## src/rtl/bxchg_pkg.sv

```systemverilog
package bxchg_pkg;
    localparam int unsigned BX_WIDTH = 12;
    typedef logic [BX_WIDTH-1:0] bx_word_t;
endpackage

```

## src/rtl/bxchg_path_latch.sv

```systemverilog
module bxchg_path_latch #(
    parameter int unsigned W = 12
) (
    input  logic         clk,
    input  logic         rst_n,
    input  logic         le,
    input  logic [W-1:0] d,
    output logic [W-1:0] q
);
    logic [W-1:0] held_q;

    // stored copy refreshed on every edge while transparent
    always_ff @(posedge clk or negedge rst_n) begin
        if (!rst_n) begin
            held_q <= '0;
        end else if (le) begin
            held_q <= d;
        end
    end

    always_comb begin
        q = le ? d : held_q;
    end

    // first low cycle shows the word of the last high cycle
    p_capture_r3: assert property (@(posedge clk) disable iff (!rst_n)
        $fell(le) |-> (q == $past(d)));

    // a closed latch does not move
    p_hold_r3: assert property (@(posedge clk) disable iff (!rst_n)
        (!le && $past(!le)) |-> $stable(q));
endmodule

```

## src/rtl/bxchg_return_mux.sv

```systemverilog
module bxchg_return_mux #(
    parameter int unsigned W = 12
) (
    input  logic         sel,
    input  logic [W-1:0] from_b1,
    input  logic [W-1:0] from_b2,
    output logic [W-1:0] y
);
    always_comb begin
        unique case (sel)
            1'b1:    y = from_b1;
            default: y = from_b2;
        endcase
    end
endmodule

```

## src/rtl/bus_exchanger3.sv

```systemverilog
module bus_exchanger3 #(
    parameter int unsigned W = bxchg_pkg::BX_WIDTH
) (
    input  logic         clk,
    input  logic         rst_n,
    input  logic [W-1:0] a_i,
    output logic [W-1:0] a_o,
    output logic         a_oe_o,
    input  logic [W-1:0] b1_i,
    output logic [W-1:0] b1_o,
    output logic         b1_oe_o,
    input  logic [W-1:0] b2_i,
    output logic [W-1:0] b2_o,
    output logic         b2_oe_o,
    input  logic         le_a1,
    input  logic         le_a2,
    input  logic         le_1a,
    input  logic         le_2a,
    input  logic         sel,
    input  logic         oe_a,
    input  logic         oe_b1,
    input  logic         oe_b2
);
    localparam int unsigned NB = 2;

    logic [NB-1:0]        out_le;
    logic [NB-1:0]        ret_le;
    logic [NB-1:0][W-1:0] ret_d;
    logic [NB-1:0][W-1:0] out_q;
    logic [NB-1:0][W-1:0] ret_q;

    assign out_le = {le_a2, le_a1};
    assign ret_le = {le_2a, le_1a};
    assign ret_d  = {b2_i, b1_i};

    for (genvar g = 0; g < NB; g++) begin : g_side
        bxchg_path_latch #(.W(W)) u_out (
            .clk(clk), .rst_n(rst_n), .le(out_le[g]), .d(a_i), .q(out_q[g])
        );
        bxchg_path_latch #(.W(W)) u_ret (
            .clk(clk), .rst_n(rst_n), .le(ret_le[g]), .d(ret_d[g]), .q(ret_q[g])
        );
    end

    bxchg_return_mux #(.W(W)) u_mux (
        .sel(sel), .from_b1(ret_q[0]), .from_b2(ret_q[1]), .y(a_o)
    );

    assign b1_o    = out_q[0];
    assign b2_o    = out_q[1];
    assign a_oe_o  = oe_a;
    assign b1_oe_o = oe_b1;
    assign b2_oe_o = oe_b2;

    // select routes the open return path to A
    p_sel1_r6: assert property (@(posedge clk) disable iff (!rst_n)
        (sel && le_1a) |-> (a_o == b1_i));
    p_sel0_r6: assert property (@(posedge clk) disable iff (!rst_n)
        (!sel && le_2a) |-> (a_o == b2_i));
    // open forward path follows A
    p_pass_r2: assert property (@(posedge clk) disable iff (!rst_n)
        le_a1 |-> (b1_o == a_i));
    // both forward paths open carry the same word
    p_both_r4: assert property (@(posedge clk) disable iff (!rst_n)
        (le_a1 && le_a2) |-> (b1_o == b2_o));
    // dropping a drive flag leaves a closed path's data unchanged
    p_oe_r7: assert property (@(posedge clk) disable iff (!rst_n)
        ($fell(oe_b1) && !le_a1 && $past(!le_a1)) |-> $stable(b1_o));
endmodule

```

## config.mk

```make
export PLATFORM = sky130hd
export DESIGN_NAME = bus_exchanger3
export DESIGN_NICKNAME = d
export VERILOG_FILES = /design/src/rtl/bxchg_pkg.sv /design/src/rtl/bxchg_path_latch.sv /design/src/rtl/bxchg_return_mux.sv /design/src/rtl/bus_exchanger3.sv
export SDC_FILE = /design/constraint.sdc
export NUM_CORES = 1
export LEC_CHECK = 0
export ABC_AREA = 1
export CORE_UTILIZATION = 23
export CTS_CLUSTER_SIZE = 25
export DETAILED_ROUTE_END_ITERATION = 16
export DONT_BUFFER_PORTS = 1
export RECOVER_POWER = 50
export SLEW_MARGIN = 5
export SYNTH_ARGS = -nofsm -noshare
export SYNTH_HDL_FRONTEND = slang
export SYNTH_SLANG_ARGS = --single-unit
```

## constraint.sdc

```tcl
create_clock -name clk -period 1.3 [get_ports clk]
set_input_delay 0.26 -clock clk [delete_from_list [all_inputs] [get_ports clk]]
set_output_delay 0.26 -clock clk [all_outputs]
set_load 0.02 [all_outputs]
```

==> flow_results.xml <==
<?xml version="1.0" encoding="UTF-8"?>
<metrics>
  <group name="route">
    <metric name="wl_met2" unit="um">2720</metric>
    <metric name="routed_wirelength" unit="um">5320</metric>
    <metric name="detail_route.first_pass.iterations" unit="">4</metric>
    <metric name="vias_per_cell" unit="">4.02</metric>
    <metric name="num_vias" unit="">1769</metric>
    <metric name="top_metal_layer_carrying_routed_signals" unit="">met4</metric>
    <metric name="met3RoutedLength" unit="um">273</metric>
    <metric name="drt_iter0_drc" unit="">31</metric>
    <metric name="drt.antenna.violating_nets" unit="">0</metric>
    <metric name="m1WireLength" unit="um">2300</metric>
    <metric name="detailed_route_drc_error_count" unit="">0</metric>
    <metric name="wl_per_cell" unit="um">12.1</metric>
  </group>
  <group name="cells_and_area">
    <metric name="layout.nets" unit="">356</metric>
    <metric name="utilization" unit="">0.298</metric>
    <metric name="final-seq-area" unit="um2">1200</metric>
    <metric name="leading_cell_type_in_the_layout_fill_and_taps_excluded" unit="">sky130_fd_sc_hd__inv_1</metric>
    <metric name="final_cell_mix" unit="">sky130_fd_sc_hd__inv_1 (73), sky130_fd_sc_hd__nand2_1 (68), sky130_fd_sc_hd__dfrtp_1 (48)</metric>
    <metric name="multi_input_comb_area" unit="um2">878</metric>
    <metric name="final.fill_count" unit="">1014</metric>
    <metric name="drive_above_1_share" unit="">0.235</metric>
    <metric name="total_inserted_antenna_cells" unit="">0</metric>
    <metric name="areaGrowthSynthToFinish" unit="%">23.1</metric>
  </group>
  <group name="timing">
    <metric name="slew_violations" unit="">0</metric>
    <metric name="rsz0062_at_grt" unit="">true</metric>
    <metric name="final_setup_viols" unit="">0</metric>
    <metric name="layout_min_cycle_time" unit="ns">1.26</metric>
    <metric name="max_slew.worst_pin.slew" unit="ns">0.497</metric>
    <metric name="timing_hold_violations_final" unit="">48</metric>
    <metric name="fin_crit_sh" unit="">0.972</metric>
    <metric name="fmaxAchievable" unit="GHz">0.791</metric>
    <metric name="clock_skews" unit="ns">0</metric>
    <metric name="slew_headroom" unit="">0.668</metric>
    <metric name="worst_hold_slack" unit="ns">-0.360</metric>
  </group>
  <group name="placed_design">
    <metric name="post-dp-hpwl" unit="um">3880</metric>
    <metric name="port_buffers" unit="">0</metric>
    <metric name="gp_congestion" unit="">0.721</metric>
  </group>
  <group name="clocking">
    <metric name="clk_path_buf_depth" unit="">2</metric>
    <metric name="ctsHtreeMaxLevel" unit="">2</metric>
    <metric name="post_cts.repair.setup_buffers" unit="">0</metric>
    <metric name="clock_tree_from_tritoncts" unit="">done</metric>
    <metric name="insertion_delay_of_the_later_clocked_pin_in_the_worst_skew_pair" unit="ns">0.29</metric>
    <metric name="library_cell_used_as_clock_root_buffer" unit="">sky130_fd_sc_hd__clkbuf_8</metric>
    <metric name="cts_buffers" unit="">5</metric>
    <metric name="numClockSinks" unit="">48</metric>
    <metric name="cts.reportedPaths.clkPinSlew" unit="ns">0.09</metric>
  </group>
  <group name="yosys">
    <metric name="synth_compound_area_frac" unit="">0.0527</metric>
    <metric name="synth_top_area_cell" unit="">sky130_fd_sc_hd__dfrtp_1</metric>
    <metric name="yosys-top-cells-area" unit="">sky130_fd_sc_hd__dfrtp_1 (53%), sky130_fd_sc_hd__nand2_1 (14%), sky130_fd_sc_hd__inv_1 (12%), sky130_fd_sc_hd__and2_1 (6.6%), sky130_fd_sc_hd__nand3_1 (5.3%)</metric>
    <metric name="syn-instance-count" unit="">292</metric>
    <metric name="syn_area" unit="um2">2280</metric>
    <metric name="synthMuxAreaShare" unit="">0</metric>
    <metric name="synth.avg_cell_area" unit="um2">7.80</metric>
    <metric name="main_combinational_cell_family_by_area_after_synthesis" unit="">simple AND/OR/NAND/NOR gates</metric>
    <metric name="synth_seq_cells" unit="">48</metric>
    <metric name="post_synthesis_cell_type_count" unit="">10</metric>
    <metric name="synth_seq_area_share" unit="">0.527</metric>
    <metric name="synth_warnings" unit="">0</metric>
    <metric name="post_synth_and_or_nand_nor_area_fraction" unit="">0.257</metric>
    <metric name="post-synth-top-area-fraction" unit="">0.527</metric>
    <metric name="synth_fa_ha_area_frac" unit="">0</metric>
    <metric name="synth_fp_nets" unit="">338</metric>
    <metric name="synth-xor-area-share" unit="">0</metric>
  </group>
  <group name="critical_path">
    <metric name="setup.worst_path.class" unit="">register to output pin</metric>
    <metric name="critPathTopFamily" unit="">flip-flops</metric>
    <metric name="critical_path.cell_chain" unit="">inv_1 -&gt; nand2_2 -&gt; nand3_2 -&gt; nand2_4</metric>
    <metric name="cp_data_required_time" unit="ns">1.04</metric>
    <metric name="worst_path_largest_cell_delay" unit="ns">0.38</metric>
    <metric name="worst-endpoint-arrival" unit="ns">1.00</metric>
    <metric name="cp_max_fo" unit="">2</metric>
    <metric name="crit_buf_inv" unit="">1</metric>
    <metric name="end_kind" unit="">output pin</metric>
    <metric name="critPathLaunchType" unit="">register</metric>
    <metric name="cpMaxStageDelayCell" unit="">sky130_fd_sc_hd__dfrtp_1</metric>
  </group>
  <group name="global_route">
    <metric name="number_of_global_route_vias_before_repair" unit="">1681</metric>
    <metric name="gr-total-overflow" unit="">0</metric>
    <metric name="grt_max_degree" unit="">49</metric>
    <metric name="global_route_wire_length_before_repair" unit="um">8020</metric>
    <metric name="global_route.usage.total" unit="">0.102</metric>
    <metric name="antenna_found_initial" unit="">0</metric>
  </group>
  <group name="outcome">
    <metric name="failed_checks" unit="">negative hold slack</metric>
    <metric name="outcome" unit="">finished, violations left</metric>
  </group>
  <group name="power_and_ir_drop">
    <metric name="powerDensity" unit="nW/um2">1150</metric>
    <metric name="cellLeakagePower" unit="nW">1.51</metric>
    <metric name="total_power" unit="mW">3.23</metric>
    <metric name="peakVddDrop" unit="uV">406</metric>
  </group>
  <group name="die">
    <metric name="floorplan.rows" unit="">35</metric>
    <metric name="die-width" unit="um">102</metric>
    <metric name="die-height" unit="um">102</metric>
    <metric name="design.die.area" unit="um2">10300</metric>
    <metric name="core_area" unit="um2">9420</metric>
    <metric name="floorplan.initialDensity" unit="">0.242</metric>
    <metric name="number_of_primary_i_o_pins" unit="">85</metric>
  </group>
  <group name="job">
    <metric name="max_cap_viol_count" unit="">0</metric>
  </group>
  <group name="hold_path">
    <metric name="worstHoldPathType" unit="">primary input to async pin</metric>
  </group>
</metrics>
-- kinds of logic after synthesis --
group / Yosys count
flops: 48
buf+inv: 88
compound gates: 24
simple gates: 132
-- repair_timing --
action | 4_1_cts | 5_1_grt
pin swaps | 0 | 10
hold endpoints to repair | 48 | 48
setup endpoints to repair | 16 | 32
resized for setup | 19 | 49
-- final cells by class --
type	instances	area share
Clock buffer	7	0.0308
Clock inverter	1	0.00268
Inverter	75	0.100
Multi-Input combinational cell	156	0.313
Sequential cell	48	0.428
Tap cell	129	0.0576
Timing Repair Buffer	24	0.0669
-- synth_stat cells --
| master | number |
|---|---|
| sky130_fd_sc_hd__nand2_1 | 84 |
| sky130_fd_sc_hd__inv_1 | 73 |
| sky130_fd_sc_hd__dfrtp_1 | 48 |
| sky130_fd_sc_hd__and2_1 | 24 |
| sky130_fd_sc_hd__nand3_1 | 24 |
| sky130_fd_sc_hd__o21ai_0 | 24 |
| sky130_fd_sc_hd__buf_2 | 6 |
| sky130_fd_sc_hd__buf_4 | 5 |
| sky130_fd_sc_hd__buf_6 | 2 |
| sky130_fd_sc_hd__inv_2 | 2 |
-- worst register-to-register path, cell delays in order (launching register included) --
cell and delay (ns):
sky130_fd_sc_hd__dfrtp_1 0.33, sky130_fd_sc_hd__inv_1 0.04, sky130_fd_sc_hd__o21ai_0 0.16, sky130_fd_sc_hd__buf_4 0.18
-- path summary, 6_finish.rpt --
| check | from | endpoint | slack (ns) | cells after the start |
|---|---|---|---|---|
| worst max register to register | g_side[0].u_out.held_q[7]$_DFF_PN0_ | g_side[0].u_out.held_q[7]$_DFF_PN0_ | 0.53 | 3 |
| max in group asynchronous | rst_n | g_side[0].u_out.held_q[1]$_DFF_PN0_ | 1.53 | 0 |
| worst max-delay path | g_side[0].u_ret.held_q[4]$_DFF_PN0_ | a_o[4] | 0.04 | 4 |
| worst min register to register | g_side[1].u_out.held_q[0]$_DFF_PN0_ | g_side[1].u_out.held_q[0]$_DFF_PN0_ | 0.52 | 2 |
| worst min-delay path | rst_n | g_side[1].u_ret.held_q[4]$_DFF_PN0_ | -0.36 | 0 |
| min in group clk | le_a2 | g_side[1].u_out.held_q[0]$_DFF_PN0_ | 0.05 | 1 |
-- per-stage QoR --
step           TNS [ns]  cells  worst slack (ns)  cell area, um2  hold WS, ns
4_1_cts               0    440           0.00115            2650       -0.374
3_3_place_gp          0    432            0.0974            2530      -0.0343
6_report              0    440            0.0361            2800       -0.360
2_1_floorplan         0    292            0.0981            2280      -0.0356
3_5_place_dp          0    432            0.0635            2530      -0.0343
5_1_grt          -0.238    440           -0.0375            2800       -0.385
-- metal layers --
layer,global-route usage,up-vias
met2,0.185,54
met4,0.0268,0
met5,0,-
li1,-,877
met3,0.0311,4
met1,0.116,834
-- where the power goes --
| part | switching [mW] | total [mW] | internal (mW) |
|---|---|---|---|
| combinational | 0.398 | 0.641 | 0.243 |
| sequential | 0.0334 | 1.66 | 1.62 |
| clock | 0.500 | 0.933 | 0.433 |
-- flip-flops by register name (all words and copies together) (netlist names) --
signal / cells
g_side.u_ret.held_q: 24
g_side.u_out.held_q: 24
Power figures use the tool's default switching activity.
